--- src/rtl/seq_pkg.sv ---
package seq_pkg;
   localparam int unsigned PAT_W = 3;
   localparam int unsigned LEN_W = 2;
   // patterns are emitted from the most significant bit down
   localparam logic [PAT_W-1:0] PAT_TRIG = 3'b100;
   localparam logic [PAT_W-1:0] PAT_CAL  = 3'b110;
   localparam logic [PAT_W-1:0] PAT_RST  = 3'b101;
   localparam logic [LEN_W-1:0] LEN_TRIG = 2'd1;
   localparam logic [LEN_W-1:0] LEN_CAL  = 2'd3;
   localparam logic [LEN_W-1:0] LEN_RST  = 2'd3;
endpackage

--- src/rtl/seq_lat_queue.sv ---
module seq_lat_queue #(
   parameter int unsigned DEPTH = 8,
   parameter int unsigned CNT_W = 16
) (
   input  logic             clk,
   input  logic             rst_n,
   input  logic [CNT_W-1:0] now,
   input  logic             push,
   input  logic [CNT_W-1:0] lat,
   output logic             due,
   input  logic             pop
);
   logic [DEPTH-1:0] valid, ripe, match, ready, free_sel, pop_sel;
   logic [CNT_W-1:0] when_q [DEPTH];

   initial begin
      assert (DEPTH >= 1) else $error("seq_lat_queue: DEPTH must be at least 1");
      assert (CNT_W >= 2) else $error("seq_lat_queue: CNT_W must be at least 2");
   end

   for (genvar i = 0; i < DEPTH; i++) begin : g_slot
      assign match[i] = valid[i] && (when_q[i] == now);
      assign ready[i] = valid[i] && (ripe[i] || match[i]);
   end

   always_comb begin
      logic got_free, got_pop;
      free_sel = '0;
      pop_sel  = '0;
      got_free = 1'b0;
      got_pop  = 1'b0;
      for (int i = 0; i < DEPTH; i++) begin
         if (!valid[i] && !got_free) begin
            free_sel[i] = 1'b1;
            got_free    = 1'b1;
         end
         if (ready[i] && !got_pop) begin
            pop_sel[i] = 1'b1;
            got_pop    = 1'b1;
         end
      end
   end

   assign due = |ready;

   always_ff @(posedge clk) begin
      if (!rst_n) begin
         valid <= '0;
         ripe  <= '0;
      end else begin
         for (int i = 0; i < DEPTH; i++) begin
            if (pop && pop_sel[i]) begin
               valid[i] <= 1'b0;
               ripe[i]  <= 1'b0;
            end else if (push && free_sel[i]) begin
               valid[i] <= 1'b1;
               ripe[i]  <= 1'b0;
            end else if (match[i]) begin
               ripe[i]  <= 1'b1;
            end
         end
      end
   end

   always_ff @(posedge clk) begin
      for (int i = 0; i < DEPTH; i++) begin
         if (push && free_sel[i]) when_q[i] <= now + lat;
      end
   end


   pop_needs_due_chk: assert property (@(posedge clk) disable iff (!rst_n)
      pop |-> due);

   due_stays_chk: assert property (@(posedge clk) disable iff (!rst_n)
      (due && !pop) |=> due);
endmodule

--- src/rtl/seq_line.sv ---
module seq_line #(
   parameter int unsigned NSRC = 2,
   parameter logic [NSRC*seq_pkg::PAT_W-1:0] PATS = '0,
   parameter logic [NSRC*seq_pkg::LEN_W-1:0] LENS = '0
) (
   input  logic            clk,
   input  logic            rst_n,
   input  logic [NSRC-1:0] req,
   output logic [NSRC-1:0] grant,
   output logic            line
);
   import seq_pkg::*;

   logic [LEN_W-1:0] left;
   logic [PAT_W-1:0] sh;
   logic             line_q;
   logic [PAT_W-1:0] sel_pat;
   logic [LEN_W-1:0] sel_len;
   logic             idle;

   initial begin
      assert (NSRC >= 1) else $error("seq_line: NSRC must be at least 1");
   end

   assign idle = (left == '0);

   always_comb begin
      logic taken;
      grant   = '0;
      sel_pat = '0;
      sel_len = '0;
      taken   = 1'b0;
      if (idle) begin
         for (int s = 0; s < NSRC; s++) begin
            if (req[s] && !taken) begin
               grant[s] = 1'b1;
               sel_pat  = PATS[s*PAT_W +: PAT_W];
               sel_len  = LENS[s*LEN_W +: LEN_W];
               taken    = 1'b1;
            end
         end
      end
   end

   always_ff @(posedge clk) begin
      if (!rst_n) begin
         left   <= '0;
         sh     <= '0;
         line_q <= 1'b0;
      end else if (|grant) begin
         line_q <= sel_pat[PAT_W-1];
         sh     <= {sel_pat[PAT_W-2:0], 1'b0};
         left   <= sel_len - LEN_W'(1);
      end else if (!idle) begin
         line_q <= sh[PAT_W-1];
         sh     <= {sh[PAT_W-2:0], 1'b0};
         left   <= left - LEN_W'(1);
      end else begin
         line_q <= 1'b0;
      end
   end

   assign line = line_q;


   grant_onehot_chk: assert property (@(posedge clk) disable iff (!rst_n)
      $onehot0(grant));

   for (genvar s = 0; s < NSRC; s++) begin : g_shape
      localparam logic [PAT_W-1:0] P = PATS[s*PAT_W +: PAT_W];
      localparam logic [LEN_W-1:0] L = LENS[s*LEN_W +: LEN_W];
      if (L == 2'd3) begin : g_three

         pattern_shape_chk: assert property (@(posedge clk) disable iff (!rst_n)
            grant[s] |=> (line == P[2]) ##1 (line == P[1]) ##1 (line == P[0]));
      end else begin : g_one

         pattern_shape_chk: assert property (@(posedge clk) disable iff (!rst_n)
            grant[s] |=> (line == P[2]));
      end
   end
endmodule

--- src/rtl/trig_sequencer.sv ---
module trig_sequencer #(
   parameter int unsigned CNT_W  = 16,
   parameter int unsigned QDEPTH = 8
) (
   input  logic             clk,
   input  logic             rst_n,
   input  logic             trig_in,
   input  logic [CNT_W-1:0] fe_lat,
   input  logic [CNT_W-1:0] cal_lat,
   input  logic [CNT_W-1:0] rst_lat,
   input  logic [CNT_W-1:0] ro_lat,
   input  logic             cal_en,
   input  logic             rst_en,
   input  logic             soft_fe_rst,
   input  logic             soft_ro_rst,
   output logic             fe_line,
   output logic             ro_line
);
   import seq_pkg::*;

   localparam int unsigned NQ    = 4;
   localparam int unsigned Q_FE  = 0;
   localparam int unsigned Q_CAL = 1;
   localparam int unsigned Q_RST = 2;
   localparam int unsigned Q_RO  = 3;
   localparam int unsigned FE_N  = 4;
   localparam int unsigned RO_N  = 2;
   // source 0 has the highest priority
   localparam logic [FE_N*PAT_W-1:0] FE_PATS = {PAT_TRIG, PAT_CAL, PAT_RST, PAT_RST};
   localparam logic [FE_N*LEN_W-1:0] FE_LENS = {LEN_TRIG, LEN_CAL, LEN_RST, LEN_RST};
   localparam logic [RO_N*PAT_W-1:0] RO_PATS = {PAT_TRIG, PAT_RST};
   localparam logic [RO_N*LEN_W-1:0] RO_LENS = {LEN_TRIG, LEN_RST};

   logic [CNT_W-1:0] now;
   logic [NQ-1:0]    q_push, q_due, q_pop;
   logic [CNT_W-1:0] q_lat [NQ];
   logic [FE_N-1:0]  fe_req, fe_grant;
   logic [RO_N-1:0]  ro_req, ro_grant;
   logic             soft_any, pend_fe, pend_ro;

   always_ff @(posedge clk) begin
      if (!rst_n) now <= '0;
      else        now <= now + CNT_W'(1);
   end

   always_comb begin
      q_push[Q_FE]  = trig_in;
      q_push[Q_CAL] = trig_in && cal_en;
      q_push[Q_RST] = trig_in && rst_en;
      q_push[Q_RO]  = trig_in;
      q_lat[Q_FE]   = fe_lat;
      q_lat[Q_CAL]  = cal_lat;
      q_lat[Q_RST]  = rst_lat;
      q_lat[Q_RO]   = ro_lat;
   end

   for (genvar q = 0; q < NQ; q++) begin : g_q
      seq_lat_queue #(.DEPTH(QDEPTH), .CNT_W(CNT_W)) u_q (
         .clk  (clk),
         .rst_n(rst_n),
         .now  (now),
         .push (q_push[q]),
         .lat  (q_lat[q]),
         .due  (q_due[q]),
         .pop  (q_pop[q])
      );
   end

   assign soft_any = soft_fe_rst | soft_ro_rst;
   assign fe_req   = {q_due[Q_FE], q_due[Q_CAL], q_due[Q_RST], soft_any | pend_fe};
   assign ro_req   = {q_due[Q_RO], soft_any | pend_ro};

   assign q_pop[Q_RST] = fe_grant[1];
   assign q_pop[Q_CAL] = fe_grant[2];
   assign q_pop[Q_FE]  = fe_grant[3];
   assign q_pop[Q_RO]  = ro_grant[1];

   always_ff @(posedge clk) begin
      if (!rst_n) begin
         pend_fe <= 1'b0;
         pend_ro <= 1'b0;
      end else begin
         pend_fe <= (soft_any | pend_fe) && !fe_grant[0];
         pend_ro <= (soft_any | pend_ro) && !ro_grant[0];
      end
   end

   seq_line #(.NSRC(FE_N), .PATS(FE_PATS), .LENS(FE_LENS)) u_fe (
      .clk(clk), .rst_n(rst_n), .req(fe_req), .grant(fe_grant), .line(fe_line));

   seq_line #(.NSRC(RO_N), .PATS(RO_PATS), .LENS(RO_LENS)) u_ro (
      .clk(clk), .rst_n(rst_n), .req(ro_req), .grant(ro_grant), .line(ro_line));


   soft_pend_chk: assert property (@(posedge clk) disable iff (!rst_n)
      pend_fe |-> !fe_grant[3] && !fe_grant[2] && !fe_grant[1]);
endmodule

--- config.mk ---
export PLATFORM = sky130hd
export DESIGN_NAME = trig_sequencer
export DESIGN_NICKNAME = d
export VERILOG_FILES = /design/src/rtl/seq_pkg.sv /design/src/rtl/seq_lat_queue.sv /design/src/rtl/seq_line.sv /design/src/rtl/trig_sequencer.sv
export SDC_FILE = /design/constraint.sdc
export NUM_CORES = 1
export LEC_CHECK = 0
export ABC_CLOCK_PERIOD_IN_PS = 5400
export BUFFER_PORTS_ARGS = -buffer_cell sky130_fd_sc_hd__buf_2
export CELL_PAD_IN_SITES_DETAIL_PLACEMENT = 0
export CELL_PAD_IN_SITES_GLOBAL_PLACEMENT = 1
export CORE_MARGIN = 10
export CORE_UTILIZATION = 46
export CTS_CLUSTER_SIZE = 20
export DETAILED_ROUTE_END_ITERATION = 8
export PLACE_DENSITY = 0.76
export SLEW_MARGIN = 15
export SYNTH_ARGS = -nofsm -noshare
export SYNTH_HDL_FRONTEND = slang
export SYNTH_SLANG_ARGS = --single-unit
--- constraint.sdc ---
create_clock -name clk -period 5.4 [get_ports clk]
set_input_delay 0.81 -clock clk [delete_from_list [all_inputs] [get_ports clk]]
set_output_delay 0.81 -clock clk [all_outputs]
set_load 0.03 [all_outputs]
==> run summary, run 1 <==
The area share of the largest cell type after synthesis was 53.6%; the area share of xor/xnor cells in the synthesized design was 17.7%. Gates resized during post-CTS repair numbered 0. Summing every instance area after synthesis gives 28700 um2. The critical path goes through buf_4 > ha_1 > nor2b_1 > o21a_1 > o21ai_0 > nand2b_1 > a31o_2 > a31oi_1 > a21oi_1 > o311ai_1.

The run gives 60.0% as the sequential area share after synthesis. The worst register-to-register path ends at g_q[1].u_q.when_q[1][14]. Across all hold checks on the routed design, the worst slack comes to 0.475 ns. STA classifies the critical path startpoint as a flip-flop. In the final layout, the share of cells above drive strength 1 is 13.4%. The worst-case IR drop observed on VDD is 0.000263 V. In the synthesized netlist, the number of instances is 2163. For the number of warning messages in the yosys log, the log shows 0. At the end of routability-driven placement, the weighted congestion stood at 0.837. The minimum clock period after layout is 3.96 ns, and the number of antenna-violating nets in the routed design is 0. Once detailed placement completed, the half-perimeter wirelength came to 50200 um. For the core area, the log shows 61700 um2.

The synthesized netlist devotes 2.94% of its cell area to adder and majority cells. The critical path depth is 10. In this run the core area contains 91 standard-cell rows. In the final routing, the length of wire on met1 measures 34000 um. The startpoint identified for the worst register-to-register timing path is now[2]. At the later pin of the worst-skew pair, clock insertion delay measures 0.61 ns. The repair_antennas step left the layout with diodes totalling 0. The tools report the number of max-cap violations as 0. The maximum number of pins on one net before global-route repair is 45.

Endpoint arrival time on the critical path: 4.20 ns. The min-delay analysis places its worst path in the category flip-flop to flip-flop. In the post-synthesis netlist, the cell with the most instances is sky130_fd_sc_hd__edfxtp_1. Measured along the y axis, the die boundary spans 270 um. Of the total synthesized cell area, the portion taken by AND, OR, NAND and NOR gates is 10.1%. The cell type group with the largest total delay on the critical path is compound AO/OA/AOI/OAI gates. The floorplan step defined a die boundary enclosing 72800 um2. The met2 wire length is 36100 um. The run gives 0 as the total congestion overflow after global routing. For this run, the leading register cell type out of synthesis is sky130_fd_sc_hd__edfxtp_1.

The largest total area in the synthesized netlist belongs to sky130_fd_sc_hd__edfxtp_1. Ranked by total cell area, the synthesized netlist is headed by sky130_fd_sc_hd__edfxtp_1 (54%), sky130_fd_sc_hd__xnor2_1 (12%), sky130_fd_sc_hd__dfxtp_1 (6.4%). Clock tree synthesis found a total of 604 sinks. Setup repair after global routing left no endpoint under its margin. TritonCTS built the clock tree. Share of the synthesized area in compound gates (AO/OA/AOI/OAI): 6.21%. The critical path starts at now[2]. The count of buffers from port buffering came out at 72. During I/O placement, the number of pins put on the boundary was 73. The start-to-end type of the worst setup path was flip-flop to flip-flop. Across all register-to-register paths, the minimum setup slack is 1.44 ns.

The run gives 0.253 GHz as the highest attainable clock frequency. The post-synthesis register bit count is 604, and the routed wirelength normalized by instance count is 24.0 um. The layout-stage area growth over the synthesis result works out to 12.0%. In the detailed route, the total length drawn on met3 is 4860 um. After routing, the total negative slack on setup checks comes to 0 ns. For this run, the total global-route usage over all layers was measured as 20.5%. The flow ran to the end, and the final reports show no timing, DRC or antenna violations.

Of all nets on the critical path, the largest fanout is 15. The first global-routing pass estimated 113000 um of wire. Setup violations remaining at the end of the flow were counted as 0. Yosys mapped the design onto 79 distinct sky130hd cell types. Required time at the endpoint of the critical path: 5.64 ns.

The max-slew violation count is 0. TritonCTS created 66 clock buffers. Number of antenna violations at the first check in global routing: 0. The number of global-route vias before repair is 17900.

Static leakage: 10.9 nW. The number of buffers inserted for hold repair after clock tree synthesis is 0, and the clock-pin slew on the worst setup and hold paths is 0.06 ns. On the worst path, the slowest cell contributes a delay of 0.97 ns. The number of nets in the finished design is 2428.

Headroom to the max-slew limit came out at 17.2%. Measured against the total synthesized area, the mux share comes to 0%. For this block, the via count after detailed routing is 17900.

The longest clock path from root to sink contains 3 buffers. The most critical setup path has its endpoint at g_q[1].u_q.when_q[1][14]. The run gives 46.5% as the initial standard-cell utilization of the core.

The post-route DRC violation count is 0, and the initial DRC count is 1417. The run gives 0 as the final count of hold timing violations. The commonest cells after synthesis are sky130_fd_sc_hd__edfxtp_1 (512), sky130_fd_sc_hd__xnor2_1 (384), sky130_fd_sc_hd__xor2_1 (195), sky130_fd_sc_hd__nor2_1 (100), sky130_fd_sc_hd__nand4_1 (94).

The routed design has 76300 um of wire. Power density normalized to cell area: 317 nW/um2. Each instance of the synthesized netlist takes up on average 13.3 um2. The H-tree generated during clock tree synthesis spans 3 levels. Dividing the detail-routed via count by the number of cells gives 5.63. By area, the combinational part of the netlist is dominated by XOR/XNOR gates. Measured along the x axis, the die boundary spans 270 um.

For this design, the slowest cell found on the critical path is sky130_fd_sc_hd__o311ai_1. On the final layout, the worst clock skew is 0.0255 ns. At the pin with the least slew margin, the transition time is 1.23 ns. The top routing layer in use is met4. The final critical path takes up 73.3% of the cycle.

For the synthesized net count, the log shows 2299. The cell sitting at the root of the clock tree is a sky130_fd_sc_hd__clkbuf_16. Number of buffers and inverters on the critical path: 1.

The endpoint type of the worst setup path is a flip-flop. The count of flip-flops with a built-in enable after synthesis was 512. Proportion of synthesized flip-flops having asynchronous set or reset: 0%. After clock tree synthesis, the setup repair step added 0 buffers. The number of search-and-repair iterations in the first detailed-routing pass was 5; the cell depth of the worst flop-to-flop path was 10.

The completed layout was analyzed and its total power is 10.2 mW.
[worst min path at each step]
stage	cells after the start	slack, ns	endpoint	from
after floorplan	1	0.44	u_ro.left[0]	u_ro.left[0]
after global placement	1	0.45	u_ro.left[0]	u_ro.left[0]
after detailed placement	2	0.46	g_q[2].u_q.ripe[2]	g_q[2].u_q.ripe[2]
after CTS	2	0.48	g_q[2].u_q.ripe[2]	g_q[2].u_q.ripe[2]
after global routing	2	0.49	g_q[2].u_q.ripe[2]	g_q[2].u_q.ripe[2]
final	1	0.48	u_ro.left[0]	u_ro.left[0]
[cell usage in the layout, fill, tap and decap left out, drive strengths merged, types with 20 or more instances in the layout]
master / Yosys / routed
edfxtp: 512 / 512
nor4: 65 / 65
ha: 61 / 61
xor2: 195 / 195
buf: 68 / 147
nor2: 100 / 100
nor2b: 21 / 21
nor3: 44 / 44
clkbuf: 18 / 90
a31oi: 25 / 25
inv: 47 / 53
nand2: 81 / 81
a21oi: 73 / 73
dfxtp: 92 / 92
nand3: 43 / 43
o21ai: 44 / 44
clkinv: 0 / 20
nand4: 94 / 94
xnor2: 384 / 384
[report_power, final]
| part | internal, mW | switching, mW | total (mW) | leakage, nW |
|---|---|---|---|---|
| logic | 0.183 | 0.405 | 0.587 | 4.54 |
| clock network | 2.52 | 1.87 | 4.39 | 1.02 |
| registers | 5.18 | 0.0459 | 5.22 | 5.39 |
[routing by layer]
metal,vias to the layer above,track usage (%)
li1,8195,-
met1,9045,28.2
met2,574,33.4
met3,98,3.02
met4,0,5.53
met5,-,0
[per-stage QoR]
step / cell area, um2 / setup slack (ns) / util, % / std cells
6_report: 32200 / 1.44 / 52.1 / 3182
5_1_grt: 32200 / 1.22 / 52.1 / 3182
4_1_cts: 32200 / 1.51 / 52.1 / 3182
3_5_place_dp: 30100 / 1.54 / 48.7 / 3061
3_3_place_gp: 30100 / 1.26 / 48.7 / 3061
2_1_floorplan: 28700 / 2.09 / - / 2163
[final cells by class]
| type | instances | area [um2] |
|---|---|---|
| multi-input combinational | 1426 | 10700 |
| fill | 5224 | 29600 |
| clock inverter | 31 | 277 |
| sequential | 604 | 17200 |
| timing repair buffer | 147 | 948 |
| tap | 837 | 1050 |
| clock buffer | 90 | 1810 |
| inverter | 47 | 176 |
[state kept, by name, summed over array words and instances (netlist names)]
| signal | count |
|---|---|
| u_ro.left | 2 |
| now | 16 |
| u_ro.line | 1 |
| pend_ro | 1 |
| g_q.u_q.when_q | 512 |
| u_fe.left | 2 |
| g_q.u_q.valid | 32 |
| pend_fe | 1 |
| u_fe.sh | 2 |
| u_fe.line | 1 |
| u_ro.sh | 2 |
| g_q.u_q.ripe | 32 |
[cells by family after synthesis]
family / after synthesis
XOR/XNOR: 579
buffers and inverters: 133
AO/OA/AOI/OAI: 257
flip-flops: 604
AND/OR/NAND/NOR: 525
adder cells (fa/ha/maj): 65
[worst register-to-register path, delay by kind of cell, from the launching register on]
kind / cells / cell delay, ns
compound gates: 6 / 1.99
fa+ha+maj: 1 / 0.30
buf+inv: 1 / 0.30
flops: 1 / 0.74
simple gates: 2 / 0.25
(Power assumes the default switching activity.)
==> run 2, diff against run 1 <==
--- a/config.mk
+++ b/config.mk
@@ -5,7 +5,7 @@
 export SDC_FILE = /design/constraint.sdc
 export NUM_CORES = 1
 export LEC_CHECK = 0
-export ABC_CLOCK_PERIOD_IN_PS = 5400
+export ABC_CLOCK_PERIOD_IN_PS = 3600
 export BUFFER_PORTS_ARGS = -buffer_cell sky130_fd_sc_hd__buf_2
 export CELL_PAD_IN_SITES_DETAIL_PLACEMENT = 0
 export CELL_PAD_IN_SITES_GLOBAL_PLACEMENT = 1
@@ -13,7 +13,7 @@
 export CORE_UTILIZATION = 46
 export CTS_CLUSTER_SIZE = 20
 export DETAILED_ROUTE_END_ITERATION = 8
-export PLACE_DENSITY = 0.76
+export PLACE_DENSITY = 0.78
 export SLEW_MARGIN = 15
 export SYNTH_ARGS = -nofsm -noshare
 export SYNTH_HDL_FRONTEND = slang
==> constraint.sdc (replaced) <==
create_clock -name clk -period 3.6 [get_ports clk]
set_input_delay 0.54 -clock clk [delete_from_list [all_inputs] [get_ports clk]]
set_output_delay 0.54 -clock clk [all_outputs]
set_load 0.03 [all_outputs]
==> run 2 against run 1 <==
Die area unchanged. Utilization increased by 0.80 points. Sequential power increased by 50%. Highest routed layer unchanged. Cell count increased by 1.5%. Setup slack got worse by 1.3 ns. Power increased by 51%. Critical path depth decreased by 1. Sequential cell count unchanged.
==> run summary, run 2 (same netlist as run 1, synthesis figures left out) <==
The number of buffers inserted for hold repair after clock tree synthesis was 0 (unchanged); the CTS sink count was 604 (unchanged). The relative max-transition margin came out at 19.7% (+2.5 points). The maximum number of pins on one net before global-route repair was 44 (-2.2%); the die width was 270 um (unchanged).

Setup repair after global routing left no endpoint under its margin. The setup skew after layout was 0.0349 ns (+0.00944 ns); the number of antenna violations at the first check in global routing was 0 (unchanged). The critical path ends at g_q[2].u_q.when_q[0][62].

Max-slew violation count: 0 (unchanged). The tools report the endpoint arrival time on the critical path as 3.77 ns (-0.43 ns). Number of flip-flops under the largest register name: 512 (unchanged).

The critical path starts at now[2]. For the number of rows created at floorplan, the log shows 91 (unchanged). The tools report the via count of the routed design as 18300 (+1.9%). The fraction of final layout cells sized beyond drive strength 1 is 15.2% (+1.8 points). The setup path with the least slack is of type flip-flop to flip-flop.

The number of top-level pins was 73 (unchanged). The total die area was 72800 um2 (unchanged). Number of search-and-repair iterations in the first detailed-routing pass: 5 (unchanged). The initial DRC count was 1617 (+14%).

Period utilization: 95.0% (+22 points). The cell depth of the worst flop-to-flop path works out to 9 (-1). Number of antenna-violating nets in the routed design: 0 (unchanged).

The minimum clock period after layout was 3.42 ns (-0.538 ns); the number of global-route vias before repair was 17900 (+0.40%). The clock-pin slew on the worst setup and hold paths came out at 0.06 ns (about the same). The final count of hold timing violations came out at 0 (unchanged). The most common library cell in the layout ignoring fill and taps is sky130_fd_sc_hd__edfxtp_1. The power density normalized to cell area was 471 nW/um2 (+48%); the total setup buffers inserted after CTS was 0 (unchanged). TritonCTS built the clock tree. The largest registers in the layout are g_q.u_q.when_q: 512 flops, g_q.u_q.ripe: 32 flops, g_q.u_q.valid: 32 flops. The number of nets in the finished design is 2480 (+2.1%). Half-perimeter wire length of the detailed placement result: 52100 um (+3.8%).

The highest net fanout along the worst path was 8 (-7). The routed wirelength normalized by instance count is 23.7 um (-1.1%). For the layout filler cell count, the log shows 5149 (-1.4%). The number of buffers on the longest clock path was 3 (unchanged). STA classifies the critical path startpoint as a flip-flop. The vertical die dimension is 270 um (unchanged), and the total negative slack is 0 ns (unchanged).

The logs give 67 (+1.5%) for the number of CTS-inserted buffers and 32700 um2 (+1.5%) for the cell area after layout. In the layout the commonest cells are sky130_fd_sc_hd__edfxtp_1 (512), sky130_fd_sc_hd__xnor2_1 (383), sky130_fd_sc_hd__xor2_1 (194). Capturing point of the worst reg2reg path: g_q[2].u_q.when_q[0][62]. The layout-stage area growth over the synthesis result works out to 13.8%.

The run gives 30500 um2 (+1.5%) as the standard cell area after detailed placement. The final weighted congestion in routability-driven placement is 0.865 (+3.3%). For the number of H-tree levels, the log shows 3 (unchanged). The tools report the global-route wire length before repair as 114000 um (+0.24%). The static leakage is 11.3 nW (+2.8%). Via density per instance: 5.65 (+0.39%).

The run finished with clean final reports. Overall fraction of global-route tracks in use: 20.6% (+0.13 points). The final antenna diode count is 0 (unchanged). The class of the worst hold path was input port to flip-flop.

For the initial standard-cell utilization of the core, the log shows 46.5% (unchanged). Worst supply voltage drop on vdd: 0.000328 V (+25%). Worst flop-to-flop path startpoint: now[2].

The run gives 76700 um (+0.43%) as the total routed wirelength. The run gives 0 (unchanged) as the final-report setup violation count. The required time at the endpoint of the critical path was 3.95 ns (-1.69 ns). For the number of max-cap violations, the log shows 0 (unchanged).

The tools report the reg-to-reg setup timing slack as 0.18 ns (-1.26 ns). The register ranked first by flip-flop count was g_q.u_q.when_q. The tools report the library cell used as clock root buffer as sky130_fd_sc_hd__clkbuf_16.

The count of buffers from port buffering was 72 (unchanged). The run gives 0 (unchanged) as the post-route DRC violation count. The transition time of the tightest slew-check pin works out to 1.20 ns (-0.0376 ns). Core area: 61700 um2 (unchanged). The insertion delay of the later-clocked pin in the worst-skew pair was 0.60 ns (about the same); the highest attainable clock frequency was 0.292 GHz (+16%). STA classifies the critical path endpoint as a flip-flop. Total congestion overflow after global routing: 0 (unchanged).
## run 2: repair_timing
item / in CTS / in global routing
setup endpoints to repair: 0 / 34
resized for setup: 0 / 5
hold endpoints to repair: 0 / 0
## run 2: critical path, stage by stage (launching register included)
cell	delay, ns
sky130_fd_sc_hd__dfxtp_2	0.56
sky130_fd_sc_hd__ha_1	0.36
sky130_fd_sc_hd__nor2b_1	0.16
sky130_fd_sc_hd__o21a_1	0.19
sky130_fd_sc_hd__o21ai_0	0.27
sky130_fd_sc_hd__a21oi_1	0.15
sky130_fd_sc_hd__o2111ai_1	0.25
sky130_fd_sc_hd__a31oi_1	0.21
sky130_fd_sc_hd__or4b_2	0.67
sky130_fd_sc_hd__nand3_1	0.35
## run 2: final cells by class
| class | instances | area, um2 | share of cell area, % |
|---|---|---|---|
| Clock inverter | 39 | 323 | 0.989 |
| Clock buffer | 79 | 1790 | 5.47 |
| Timing Repair Buffer | 198 | 1420 | 4.35 |
| Multi-Input combinational cell | 1426 | 10700 | 32.7 |
| Sequential cell | 604 | 17200 | 52.8 |
| Tap cell | 837 | 1050 | 3.21 |
| Inverter | 47 | 180 | 0.552 |
## run 2: metrics by stage
step,util [%],hold WS (ns),power (mW),worst slack (ns),cells
finish,52.9,0.297,15.4,0.181,3230
global route,52.9,0.334,15.8,0.00331,3230
CTS,52.9,0.276,15.5,0.107,3230
detailed placement,49.4,0.463,8.90,0.103,3112
global placement,49.4,0.453,8.87,-0.190,3112
floorplan,-,0.445,8.47,0.297,2163
## run 2: power by group
part	leakage, nW	switching (mW)	internal [mW]
Clock	1.03	2.73	3.90
Sequential	5.39	0.0605	7.77
Combinational	4.84	0.626	0.301
## run 2: how the worst min path moves through the flow
stage | from | end | slack (ns) | cells past startpoint
6_report | cal_en | g_q[1].u_q.valid[0] | 0.30 | 3
5_1_grt | cal_en | g_q[1].u_q.valid[0] | 0.33 | 3
4_1_cts | cal_en | g_q[1].u_q.valid[0] | 0.28 | 3
3_5_place_dp | u_ro.left[0] | u_ro.left[0] | 0.46 | 1
3_3_place_gp | u_ro.left[0] | u_ro.left[0] | 0.45 | 1
2_1_floorplan | u_ro.left[0] | u_ro.left[0] | 0.44 | 1
## run 2: layer usage
| layer | up-vias | global-route usage [%] | routed length [um] | share of wire, % |
|---|---|---|---|---|
| li1 | 8289 | - | - | - |
| met1 | 9136 | 28.2 | 33000 | 43 |
| met2 | 724 | 32.8 | 35700 | 47 |
| met3 | 104 | 4.04 | 6150 | 8.0 |
| met4 | 0 | 6.42 | 1830 | 2.4 |
| met5 | - | 0 | 0 | 0 |
